File: src/rtl/proctex_coord_comb.sv
module proctex_coord_comb #(
  parameter int CW = 12,
  parameter int IW = 8
) (
  input  logic          clk,
  input  logic          rst_n,
  input  logic          in_valid,
  output logic          in_ready,
  input  logic [CW-1:0] u_in,
  input  logic [CW-1:0] v_in,
  input  logic [2:0]    clamp_u,
  input  logic [2:0]    clamp_v,
  input  logic [1:0]    shift_u,
  input  logic [1:0]    shift_v,
  input  logic [3:0]    comb_color,
  input  logic [3:0]    comb_alpha,
  input  logic          sep_alpha,
  output logic          out_valid,
  input  logic          out_ready,
  output logic [IW-1:0] color_idx,
  output logic [IW-1:0] alpha_idx
);
  localparam int FB   = CW - 1;
  localparam int SW   = 2 * CW;
  localparam int RW   = CW + 6;
  localparam int STEPS = CW;
  localparam int NW   = $clog2(STEPS);
  localparam logic [CW-1:0] ONE  = CW'(1) << FB;
  localparam logic [CW-1:0] HALF = CW'(1) << (FB - 1);

  typedef enum logic [1:0] {ST_IDLE, ST_ROOT, ST_DONE} state_t;
  state_t state;

  logic [CW-1:0] cu, cv;
  logic [CW-1:0] root;
  logic [SW-1:0] rad;
  logic signed [RW-1:0] rem;
  logic [NW-1:0] cnt;
  logic [3:0] sel_c, sel_a;

  function automatic logic [CW-1:0] shift_f(input logic [CW-1:0] x, input logic [1:0] m,
                                            input logic [CW-1:0] other);
    logic odd;
    odd = other[FB];
    if ((m == 2'd1 && odd) || (m == 2'd2 && !odd)) return x + HALF;
    return x;
  endfunction

  function automatic logic [CW-1:0] clamp_f(input logic [CW-1:0] x, input logic [2:0] m);
    case (m)
      3'd0: return (x > ONE) ? '0 : x;
      3'd2: return {1'b0, x[FB-1:0]};
      3'd3: return x[FB] ? CW'((CW+1)'(1) << CW) - x : x;
      3'd4: return (x > HALF && x <= ONE) ? ONE : '0;
      default: return (x > ONE) ? ONE : x;
    endcase
  endfunction

  function automatic logic [CW-1:0] sq_f(input logic [CW-1:0] x);
    logic [SW-1:0] p;
    p = SW'(x) * SW'(x);
    return CW'(p >> FB);
  endfunction

  function automatic logic [CW:0] comb_f(input logic [3:0] c, input logic [CW-1:0] a,
                                         input logic [CW-1:0] b, input logic [CW-1:0] r);
    logic [CW:0] mx;
    mx = (a > b) ? {1'b0, a} : {1'b0, b};
    case (c)
      4'd1: return {1'b0, sq_f(a)};
      4'd2: return {1'b0, b};
      4'd3: return {1'b0, sq_f(b)};
      4'd4: return ({1'b0, a} + {1'b0, b}) >> 1;
      4'd5: return ({1'b0, sq_f(a)} + {1'b0, sq_f(b)}) >> 1;
      4'd6: return {1'b0, r};
      4'd7: return (a < b) ? {1'b0, a} : {1'b0, b};
      4'd8: return mx;
      4'd9: return (mx + {1'b0, r}) >> 1;
      default: return {1'b0, a};
    endcase
  endfunction

  function automatic logic [IW-1:0] idx_f(input logic [CW:0] r);
    if (r >= {1'b0, ONE}) return '1;
    return IW'(r >> (FB - IW));
  endfunction

  logic [CW-1:0] su, sv, ku, kv;
  assign su = shift_f(u_in, shift_u, v_in);
  assign sv = shift_f(v_in, shift_v, u_in);
  assign ku = clamp_f(su, clamp_u);
  assign kv = clamp_f(sv, clamp_v);

  logic [1:0] pair;
  logic signed [RW-1:0] rsh, rnext;
  assign pair  = rad[{cnt, 1'b0} +: 2];
  assign rsh   = {rem[RW-3:0], pair};
  assign rnext = rem[RW-1] ? rsh + RW'({root, 2'b11}) : rsh - RW'({root, 2'b01});

  assign in_ready  = (state == ST_IDLE);
  assign out_valid = (state == ST_DONE);

  always_ff @(posedge clk or negedge rst_n) begin
    if (!rst_n) begin
      state <= ST_IDLE;
      cu    <= '0;
      cv    <= '0;
      rad   <= '0;
      rem   <= '0;
      root  <= '0;
      cnt   <= '0;
      sel_c <= '0;
      sel_a <= '0;
    end else begin
      case (state)
        ST_IDLE: if (in_valid) begin
          cu    <= ku;
          cv    <= kv;
          rad   <= SW'(ku) * SW'(ku) + SW'(kv) * SW'(kv);
          rem   <= '0;
          root  <= '0;
          cnt   <= NW'(STEPS - 1);
          sel_c <= comb_color;
          sel_a <= sep_alpha ? comb_alpha : comb_color;
          state <= ST_ROOT;
        end
        ST_ROOT: begin
          rem  <= rnext;
          root <= {root[CW-2:0], ~rnext[RW-1]};
          cnt  <= cnt - 1'b1;
          if (cnt == '0) state <= ST_DONE;
        end
        default: if (out_ready) state <= ST_IDLE;
      endcase
    end
  end

  assign color_idx = idx_f(comb_f(sel_c, cu, cv, root));
  assign alpha_idx = idx_f(comb_f(sel_a, cu, cv, root));
endmodule


File: config.mk
export PLATFORM = sky130hd
export DESIGN_NAME = proctex_coord_comb
export DESIGN_NICKNAME = d
export VERILOG_FILES = /design/src/rtl/proctex_coord_comb.sv
export SDC_FILE = /design/constraint.sdc
export NUM_CORES = 1
export LEC_CHECK = 0
export ABC_CLOCK_PERIOD_IN_PS = 13300
export BUFFER_PORTS_ARGS = -buffer_cell sky130_fd_sc_hd__buf_2
export CELL_PAD_IN_SITES_DETAIL_PLACEMENT = 1
export CELL_PAD_IN_SITES_GLOBAL_PLACEMENT = 2
export CORE_MARGIN = 2
export CORE_UTILIZATION = 44
export CTS_CLUSTER_SIZE = 30
export DETAILED_ROUTE_END_ITERATION = 12
export PLACE_DENSITY = 0.9
export REMOVE_ABC_BUFFERS = 1
export SYNTH_ARGS = -nofsm -noshare
export SYNTH_HDL_FRONTEND = slang
export SYNTH_SLANG_ARGS = --single-unit
File: constraint.sdc
create_clock -name clk -period 13.3 [get_ports clk]
set_clock_uncertainty 0.2 [all_clocks]
set_input_delay 2.66 -clock clk [delete_from_list [all_inputs] [get_ports clk]]
set_output_delay 2.66 -clock clk [all_outputs]
set_load 0.02 [all_outputs]
==> flow_summary_export.csv <==
group,metric,value,unit
outcome,status,"finished clean",
clock_network,clock_path_buffers,2,
min_path,hp-class,"reg2reg",
finish,final_nets,3482,
global_route,antenna_found_initial,1,
routing,viasPerCell,5.53,
setup_path,worstPathRequired,13.32,ns
clock_network,path_clk_slew,0.08,ns
clock_network,cts.sink_count,91,
synthesis,yosys_warnings,0,
routing,drc,0,
synthesis,avgSynthCellArea,8.47,sq um
floorplanning,num_rows,84,
floorplanning,core,52700,sq um
timing,rsz0062_at_grt,"no",
synthesis,synth_mux_area_frac,0.0155,
routing,via_count,19300,
global_route,grt_usage,0.271,
placement,io_buffers,64,
synthesis,netlist_area,23500,sq um
floorplanning,fp.dieH,235,microns
timing,period_share,0.889,
synthesis,ys_seq_area_frac,0.0970,
routing,firstDrtPassIters,5,
synthesis,synth_compound_area_frac,0.131,
synthesis,synthArstFlopShare,1.00,
routing,drt-total-wl,73700,microns
setup_path,cpMaxStageDelayCell,"clkinv_1",
timing,setup_viol,0,
placement,place_congestion,0.991,
floorplanning,start_util,0.446,
synthesis,synth_top_area_frac,0.310,
setup_path,crit_fanout,10,
floorplanning,dieArea,55200,sq um
timing,timing.setup.tns,0,ns
clock_network,cts_buffers,9,
global_route,grt_max_degree,116,
clock_network,cts_root_buf,"clkbuf_16",
finish,area_delta_synth_final,5.61,%
synthesis,yosys.area_share.simple,0.145,
synthesis,synth_edf_count,0,
timing,hold_viol_final,0,
finish,multi_input_area,18700,sq um
synthesis,synth_xor_xnor_area_share,0.0435,
synthesis,dominantRegCellSynth,"dfrtp_1",
routing,drtIter0Drc,1065,
clock_network,clk_latency,0.38,ns
global_route,grt_pass1_vias,21900,
clock_network,cts_tree,"built",
clock_network,holdBufCountCts,0,
synthesis,synthTopCellsByArea,"fa_1 (31%), ha_1 (15%), dfrtp_1 (9.7%), inv_1 (9.5%), nand2_1 (5.4%)",
floorplanning,die_x,235,microns
placement,post-dp-hpwl,62300,microns
setup_path,start_kind,"input port",
synthesis,ys_ff_latch,91,
timing,max_freq,84.5,MHz
timing,tightest_slew,1.31,ns
setup_path,end_kind,"register",
timing,slew_violations,0,
finish,ff_latch_area,2280,sq um
clock_network,post_cts_buffers,0,
setup_path,arrival,11.85,ns
timing,fin_crit,11.83,ns
timing,slew_headroom,0.120,
finish,fillers,6307,
clock_network,post_cts_resize_count,0,
synthesis,synth_top_area_cell,"fa_1",
setup_path,cpPeakStageDelay,0.60,ns
run,maxCapViolations,0,
synthesis,synth_top_family_by_area,"adder cells",
setup_path,path_class,"in2reg",
finish,layout-drive-gt1-share,0.0553,
synthesis,synthCells,2770,
clock_network,htreeDepth,3,
routing,wl_per_cell,21.1,microns
routing,antenna_left,0,
floorplanning,io_pins,65,
finish,antenna_cells,0,
global_route,grt_pass1_wl,119000,microns
synthesis,yosysUniqueCellTypes,88,
synthesis,synthAdderAreaFrac,0.457,
global_route,grt_overflow,0,
timing,whs,0.284,ns
critical path, delay by kind of cell:
family | cells | cell delay (ns)
AO/OA/AOI/OAI | 12 | 2.50
AND/OR/NAND/NOR | 5 | 1.48
XOR/XNOR | 1 | 0.15
buffers and inverters | 8 | 1.20
adder cells (fa/ha/maj) | 9 | 3.86
cell families after synthesis:
| group | Yosys count |
|---|---|
| fa+ha+maj | 639 |
| other cells | 2 |
| mux | 28 |
| flops | 91 |
| buf+inv | 678 |
| compound gates | 452 |
| simple gates | 765 |
| xor+xnor | 115 |
cell type report:
type | count | share of cell area
clock buffer | 9 | 0.00908
clock inverter | 7 | 0.00268
inverter | 603 | 0.0913
multi-input combinational | 2012 | 0.753
sequential | 91 | 0.0919
tap | 688 | 0.0347
timing repair buffer | 79 | 0.0176
synth_stat cells, types with 6 or more instances:
library cell and instances:
mux2i_1 18, or3_1 12, o2111ai_1 11, nand3_1 43, nor2b_1 24, o21ai_0 129, a21o_1 32, a22oi_1 11
o31a_1 8, xor2_1 42, o21bai_1 15, nand4_1 10, clkbuf_1 60, buf_1 6, and2_1 37, o22ai_1 9
o21a_1 7, a22o_1 6, a221oi_1 13, inv_1 594, o211ai_1 8, o31ai_1 20, or2_2 12, o21ai_1 8
a222oi_1 7, a211oi_1 12, fa_1 364, o221a_2 6, nor2_1 186, nor3_1 44, a21oi_1 85, nand2b_1 29
nand2_1 336, a221o_1 6, dfrtp_1 91, ha_1 275, xnor2_1 71, a21boi_0 6, and3_1 12, mux4_2 6
metal layers:
metal,vias up,track usage,wire length [microns]
met5,-,0,13
met3,151,0.0249,2340
met4,2,0.112,3180
met1,9829,0.321,29800
met2,436,0.500,38300
li1,8880,-,-
worst paths after layout:
check	slack [ns]	endpoint	startpoint	depth (start not counted)
min reg2reg	0.28	rad[20]$_DFFE_PN0P_	rad[20]$_DFFE_PN0P_	2
max	1.47	rad[22]$_DFFE_PN0P_	u_in[0]	35
min	0.28	rad[20]$_DFFE_PN0P_	rad[20]$_DFFE_PN0P_	2
max in group asynchronous	9.63	cv[8]$_DFFE_PN0P_	rst_n	2
max reg2reg	8.49	rem[14]$_DFFE_PN0P_	cnt[0]$_DFFE_PN0P_	15
min in group asynchronous	1.99	state[0]$_DFFE_PN0P_	rst_n	1
state kept, by name (all words and copies together) (netlist names), 4 cells and up:
name	flops
root	12
cnt	4
rem	17
rad	24
cu	12
sel_a	4
cv	12
sel_c	4
per-stage QoR:
step,util,instance area (sq um),setup WS [ns],std cells
4_1_cts,0.471,24800,1.53,3489
3_3_place_gp,0.465,24500,1.52,3473
5_1_grt,0.471,24800,0.823,3489
3_5_place_dp,0.465,24500,1.25,3473
6_report,0.471,24800,1.47,3489
2_1_floorplan,-,23200,2.71,2706
cells in the final DEF, fill, tap and decap left out, types with 63 or more instances in the layout:
master	instances
dfrtp_1	91
nor2_1	186
buf_2	63
fa_1	364
nand2_1	335
inv_1	594
a21oi_1	85
ha_1	275
xnor2_1	71
o21ai_0	129
Power is left out: the tool's default activity adds up to more than one toggle a clock period on the data nets, which glitch-free logic cannot reach.
